--- src/rtl/ireg_pkg.sv ---
package ireg_pkg;
    localparam int WORD_W    = 16;
    localparam int NREG      = 16;
    localparam int FIELD_W   = 5;
    localparam int AW        = $clog2(NREG);
    localparam int MAX_RUN   = 4;
    localparam int RUNLEN_W  = $clog2(MAX_RUN + 1);

    typedef logic [WORD_W-1:0]   word_t;
    typedef logic [AW-1:0]       ridx_t;
    typedef logic [RUNLEN_W-1:0] runlen_t;

    typedef struct packed {
        logic    act;
        ridx_t   idx;
        word_t   saved;
        runlen_t len;
    } run_t;

    function automatic ridx_t fold_idx(input logic [FIELD_W-1:0] f);
        return f[AW-1:0];
    endfunction
endpackage

--- src/rtl/ireg_bank.sv ---
module ireg_bank
    import ireg_pkg::*;
(
    input  logic  clk,
    input  logic  rst_n,
    input  logic  we,
    input  ridx_t waddr,
    input  word_t wdata,
    input  ridx_t ra,
    input  ridx_t rb,
    input  ridx_t rc,
    output word_t qa,
    output word_t qb,
    output word_t qc
);
    word_t mem_q [NREG];
    word_t mem_d [NREG];

    always_comb begin
        for (int i = 0; i < NREG; i++) begin
            mem_d[i] = mem_q[i];
        end
        if (we && (waddr != '0)) begin
            mem_d[waddr] = wdata;
        end
        mem_d[0] = '0;
    end

    for (genvar g = 0; g < NREG; g++) begin : g_entry
        always_ff @(posedge clk) begin
            if (!rst_n) begin
                mem_q[g] <= '0;
            end else begin
                mem_q[g] <= mem_d[g];
            end
        end
    end

    assign qa = mem_q[ra];
    assign qb = mem_q[rb];
    assign qc = mem_q[rc];
endmodule

--- src/rtl/ireg_run_track.sv ---
module ireg_run_track
    import ireg_pkg::*;
(
    input  logic  clk,
    input  logic  rst_n,
    input  logic  valid,
    input  logic  plain_wr,
    input  logic  stall,
    input  ridx_t dst,
    input  ridx_t src_a,
    input  ridx_t src_b,
    input  word_t dst_now,
    output run_t  run
);
    run_t run_d;
    run_t run_q;
    logic reads_dst;
    logic may_extend;

    always_comb begin
        reads_dst  = (src_a == dst) || (src_b == dst);
        may_extend = run_q.act && (run_q.idx == dst) && reads_dst
                     && !stall && (run_q.len < runlen_t'(MAX_RUN));
        run_d = run_q;
        if (valid) begin
            if (plain_wr) begin
                if (may_extend) begin
                    run_d.len = run_q.len + runlen_t'(1);
                end else begin
                    run_d.act   = 1'b1;
                    run_d.idx   = dst;
                    run_d.saved = dst_now;
                    run_d.len   = runlen_t'(1);
                end
            end else begin
                run_d = '0;
            end
        end
    end

    always_ff @(posedge clk) begin
        if (!rst_n) begin
            run_q <= '0;
        end else begin
            run_q <= run_d;
        end
    end

    assign run = run_q;
endmodule

--- src/rtl/ireg_branch_file.sv ---
module ireg_branch_file
    import ireg_pkg::*;
(
    input  logic               clk,
    input  logic               rst_n,
    input  logic               in_valid,
    input  logic [FIELD_W-1:0] in_src_a,
    input  logic [FIELD_W-1:0] in_src_b,
    input  logic [FIELD_W-1:0] in_dst,
    input  logic               in_wr_en,
    input  logic [WORD_W-1:0]  in_wr_data,
    input  logic               in_is_branch,
    input  logic               in_is_flagrd,
    input  logic               in_stall,
    output logic [WORD_W-1:0]  rd_a,
    output logic [WORD_W-1:0]  rd_b,
    output logic [WORD_W-1:0]  br_a,
    output logic [WORD_W-1:0]  br_b
);
    ridx_t a_i;
    ridx_t b_i;
    ridx_t d_i;
    logic  wr_any;
    logic  wr_plain;
    word_t dst_now;
    run_t  run;

    assign a_i      = fold_idx(in_src_a);
    assign b_i      = fold_idx(in_src_b);
    assign d_i      = fold_idx(in_dst);
    assign wr_any   = in_valid && in_wr_en && !in_is_branch && (d_i != '0);
    assign wr_plain = wr_any && !in_is_flagrd;

    ireg_bank u_bank (
        .clk   (clk),
        .rst_n (rst_n),
        .we    (wr_any),
        .waddr (d_i),
        .wdata (in_wr_data),
        .ra    (a_i),
        .rb    (b_i),
        .rc    (d_i),
        .qa    (rd_a),
        .qb    (rd_b),
        .qc    (dst_now)
    );

    ireg_run_track u_run (
        .clk      (clk),
        .rst_n    (rst_n),
        .valid    (in_valid),
        .plain_wr (wr_plain),
        .stall    (in_stall),
        .dst      (d_i),
        .src_a    (a_i),
        .src_b    (b_i),
        .dst_now  (dst_now),
        .run      (run)
    );

    always_comb begin
        br_a = (run.act && (run.idx == a_i)) ? run.saved : rd_a;
        br_b = (run.act && (run.idx == b_i)) ? run.saved : rd_b;
    end
endmodule

--- config.mk ---
export PLATFORM = sky130hd
export DESIGN_NAME = ireg_branch_file
export DESIGN_NICKNAME = d
export VERILOG_FILES = /design/src/rtl/ireg_pkg.sv /design/src/rtl/ireg_bank.sv /design/src/rtl/ireg_run_track.sv /design/src/rtl/ireg_branch_file.sv
export SDC_FILE = /design/constraint.sdc
export NUM_CORES = 1
export LEC_CHECK = 0
export ABC_CLOCK_PERIOD_IN_PS = 7400
export CAP_MARGIN = 20
export CORE_UTILIZATION = 35
export CTS_BUF_LIST = sky130_fd_sc_hd__clkbuf_4 sky130_fd_sc_hd__clkbuf_8 sky130_fd_sc_hd__clkbuf_16
export DETAILED_ROUTE_END_ITERATION = 8
export PLACE_DENSITY = 0.53
export SETUP_SLACK_MARGIN = 0.05
export SKIP_LAST_GASP = 1
export SLEW_MARGIN = 20
export SYNTH_ARGS = -nofsm -noshare
export SYNTH_HDL_FRONTEND = slang
export SYNTH_HIERARCHICAL = 1
export SYNTH_SLANG_ARGS = --single-unit
--- constraint.sdc ---
create_clock -name clk -period 7.4 [get_ports clk]
set_input_delay 1.85 -clock clk [delete_from_list [all_inputs] [get_ports clk]]
set_output_delay 1.85 -clock clk [all_outputs]
set_load 0.005 [all_outputs]
After elaboration in Yosys (flattened, before gate mapping)

Memory sizes are Yosys's and may differ from the RTL's.
Cells that the tools add are included.
Widths: inputs -> output; s select.

$add $sub $neg: 1
Magnitude comparators: 3
Eq/ne operators: 6
Muxes and demuxes: 27
Bitwise operators: 17
Reduce and logical (&&, ||, !) cells: 18

Operator list:

| cell                | number |
|---|---|
| $mux 16             | 19 |
| $bwmux 256          | 1 |
| $mux 240            | 1 |
| $demux 16 s4        | 1 |
| $mux 24             | 1 |
| $mux 21             | 1 |
| $eq 4x4->1          | 5 |
| $or 1x1->1          | 16 |
| $logic_and 1x1->1   | 12 |
| $ge 5x5->1 const B  | 1 |
| $lt 5x1->1 const B  | 1 |
| $not 4->5           | 1 |
| $reduce_bool 4->1   | 1 |
| $add 3x1->3 const B | 1 |
| $logic_not 1->1     | 3 |
| $lt 3x3->1 const B  | 1 |
| $mux 3              | 1 |
| $mux 1              | 2 |
| $ne 2x2->1 const B  | 1 |
| $reduce_and 2->1    | 1 |
| $logic_or 1x1->1    | 1 |

Flip-flop bits (word level): 24
Memory bits (writable): 256
Input bits: 38
Output and inout bits: 64
Logic and storage cells: 77
Memories: 1

Memory list:

| memory       | words | bits a word | rd ports | clocked after memory_dff | write ports | line            | source |
|---|---|---|---|---|---|---|---|
| u_bank.mem_q | 16    | 16          | 19       | 0                        | 16          | ireg_bank.sv:16 | `word_t mem_q [NREG];` |

Longest topological paths before layout

Depth after elaboration: 8
Gate-level depth with buffers: 9
Mapped depth without buffers: 6

Hierarchy

The synthesis kept the hierarchy.

By module, submodules not included:

| module           | instances | cells an instance | area each (um^2) | sequential area each (um^2) |
|---|---|---|---|---|
| ireg_bank        | 1         | 1598              | 14755.4          | 4804.6 |
| ireg_run_track   | 1         | 157               | 1307.5           | 480.5 |
| ireg_branch_file | 1         | 53                | 583.1            | 0.0 |

Worst setup path before layout

No wires, ideal clock.

Path type: input port to output port
Start point: input port in_src_a[3]
End point: output port br_a[11]
Data arrival time: 3.397 ns
Required time: 5.550 ns
Setup slack: 2.153 ns
Stages on the path: 6
Buffers on the path: 2
Cells stage by stage: buf_2 buf_2 mux4_2 mux2i_1 a21oi_1 mux2_2

Elaborated cells on any way between the ends: 4
Classes of those cells: eq/ne: 1; mux: 1; reduce/logical: 1; memory: 1

RTL lines:

| element         | line                   | source |
|---|---|---|
| start, declared | ireg_branch_file.sv:7  | `input logic [FIELD_W-1:0] in_src_a,` |
| $mem_v2 16x16   | -                      |  |
| via rd_a[11]    | ireg_branch_file.sv:15 | `output logic [WORD_W-1:0] rd_a,` |
| $mux 16         | ireg_branch_file.sv:62 | `br_a = (run.act && (run.idx == a_i)) ? run.saved : rd_a;` |
| end, declared   | ireg_branch_file.sv:17 | `output logic [WORD_W-1:0] br_a,` |

The timed path passes the listed nets, and every way through them passes these cells.

Worst setup path after layout

Start point: input port in_src_b[0]
End point: output port br_b[11]

Cells in the longest elaborated chain, start to end: 3
Elaborated cells on any way between the ends: 4
Classes of those cells: eq/ne: 1; mux: 1; reduce/logical: 1; memory: 1

RTL lines:

| element                                                               | line                   | source |
|---|---|---|
| start, declared                                                       | ireg_branch_file.sv:8  | `input logic [FIELD_W-1:0] in_src_b,` |
| parallel branches: the longest is 2 deep, another holds $mem_v2 16x16 | -                      |  |
| $mux 16 *                                                             | ireg_branch_file.sv:63 | `br_b = (run.act && (run.idx == b_i)) ? run.saved : rd_b;` |
| end, declared                                                         | ireg_branch_file.sv:18 | `output logic [WORD_W-1:0] br_b` |

Every way passes the cells marked *.

==> impl_metrics.yaml <==
setup_path:
  critical_path.max_stage_delay_ns: 0.68
  path_buf_inv: 2
  crit_type: "in2out"
  crit_path_cell_trace: "buf_4, mux4_2, mux2i_1, a21oi_1, mux2_4, clkdlybuf4s50_1"
  arrival_ns: 4.63
  worstPathRequired_ns: 5.55
  critPathLaunchType: "primary input"
  crit_path_start: "in_src_b[0]"
  crit_slowest_cell: "buf_4"
  critical_path.max_fanout: 47
  crit_path_end_kind: "output pin"
  r2r-start: "u_run/run[20]"
  critPathTopFamily: "multiplexers"
synthesis:
  netlist_instances: 1808
  yosysTopAreaCell: "dfxtp_1"
  seq_area_frac_synth: 0.317
  avgSynthCellArea_um2: 9.21
  synth_ff_type: "dfxtp_1"
  synth.top_cells.by_area: "dfxtp_1 32%, mux4_2 14%, nand2_1 12%"
  ys_warn_count: 6
  synth.top_cell.area_share: 0.317
  netlist_area_um2: 16600
  synth_cell_types: 50
  synth_common_cells: "522 x nand2_1, 264 x dfxtp_1, 225 x a21boi_0"
  yosys_register_bits: 264
  yosysMostFrequentCell: "nand2_1"
  synth_nets: 1847
  synth-async-reset-ratio: 0
  synth-edff-count: 0
die:
  core_area_um2: 46800
  row_count: 79
  io_pins: 102
  die_h_um: 220
  die_w_um: 220
  start_util: 0.356
  dieArea_um2: 48400
sta:
  clock.fmax_mhz: 154
  worst_pin_slew_ns: 1.22
  finalSetupTns_ns: 0
  hold_viol: 0
  rsz0062_at_grt: "no"
  drv_slew: 0
  period_needed_ns: 6.48
  setup_violations: 0
  finalCritPeriodShare: 0.876
  max_slew_margin: 0.186
  fin_worst_skew_ns: 0.0168
clock_network:
  clock-sinks: 264
  cts_tree: "built"
  holdBufCountCts: 0
  clk_pin_slew_worst_paths_ns: 0.06
  clockRootBuffer: "clkbuf_16"
  htreeDepth: 1
  clockBufferDepth: 3
  ctsResizeCount: 0
  clk_latency_ns: 0.59
  cts-buffers-inserted: 30
  cts_setup_buffers: 0
final_layout:
  multi_input_area_um2: 10600
  seqCellArea_um2: 5290
  layout-drive-gt1-share: 0.173
  nFillCells: 4640
  syn_to_final_growth_pct: 14.3
  fin_nets: 1858
  antenna_cells: 0
detailed_routing:
  antenna_left: 0
  drtIter0Drc: 1355
  dr_total_vias: 14500
  wl_per_cell_um: 25.4
  drt_first_pass_iters: 7
  drt-vias-per-instance: 5.93
  routed_wl_um: 62300
  drc_errors: 10
global_route:
  grt_usage: 0.256
  grt_pass1_vias: 13800
  antenna_found_initial: 4
  grt_start_max_net_pins: 115
  gr-total-overflow: 0
  grt_pass1_wl_um: 91800
placement:
  dpl.hpwl_um: 39700
  gp_congestion: 0.895
  port_buffers: 98
job:
  drv_cap: 0
power:
  p_leak_nw: 6.44
  p_per_area_nw_per_um2: 181
  ir_worst_vdd_mv: 0.160
  power_mw: 3.44
hold_path:
  min_from: "u_bank/mem_q[3][13]"
  hold_class: "reg2reg"
run_status:
  outcome: "finished with violations"
  violations: "design-rule violations"
## layout make-up
type	instances	share of cell area
repair buffers	142	0.0698
well taps	607	0.0399
clock buffers	42	0.0465
multi-input cells	1374	0.557
clock inverters	13	0.00809
flip-flops and latches	264	0.278
inverters	7	0.00138
## registers in the layout (all words and copies together), names as in the netlist
register      cells
u_bank/mem_q    240
u_run/run        24
## metrics by stage
| step | instance area (um2) | hold slack, ns | setup WS (ns) | cells | utilization |
|---|---|---|---|---|---|
| floorplan | 16600 | 0.451 | 2.15 | 1808 | - |
| global placement | 18000 | 0.467 | 1.01 | 2394 | 0.385 |
| detailed placement | 18000 | 0.476 | 1.00 | 2394 | 0.385 |
| CTS | 19000 | 0.486 | 0.996 | 2449 | 0.407 |
| global route | 19000 | 0.507 | 0.751 | 2449 | 0.407 |
| finish | 19000 | 0.481 | 0.920 | 2449 | 0.407 |
## worst min-delay path: stages, from the launching register on
cell      delay [ns]
dfxtp_1         0.33
nand2_1         0.06
a21boi_1        0.05
## final timing paths
kind	end	slack (ns)	cells past startpoint
worst max-delay path	br_b[11]	0.92	6
worst min-delay path	u_bank/mem_q[3][13]	0.48	2
worst min register to register	u_bank/mem_q[3][13]	0.48	2
worst max register to register	u_run/run[16]	5.23	6
## layer usage
metal	vias to the layer above	global-route usage	part of all wire
met2	644	0.416	0.46
li1	6559	-	-
met1	7164	0.340	0.42
met5	-	0	0.00077
met3	140	0.0475	0.082
met4	8	0.0871	0.032
## power breakdown
part,internal (mW),switching [mW]
registers,1.43,0.00622
logic,0.180,0.238
clock network,0.935,0.652
total,2.54,0.897
## cells by family (layout without fill, tap and decap cells)
group,after synthesis,count (layout),share of synthesized area
buf+inv,170,204,0.0479
flops,264,264,0.317
fa+ha+maj,1,1,0.000752
compound gates,411,411,0.188
mux,313,313,0.275
xor+xnor,17,17,0.00894
simple gates,632,632,0.162
## cell usage in the layout, fill, tap and decap left out, types with 16 or more instances in the layout
cell type	n
nand2_1	522
dfxtp_1	264
a21boi_0	225
mux2i_1	129
mux4_2	104
clkdlybuf4s50_1	86
mux2_2	70
a21oi_1	48
a221o_1	47
buf_4	42
a221oi_1	40
clkbuf_16	30
nor2_1	23
nor2b_1	20
xor2_1	16
(Power assumes the default switching activity.)
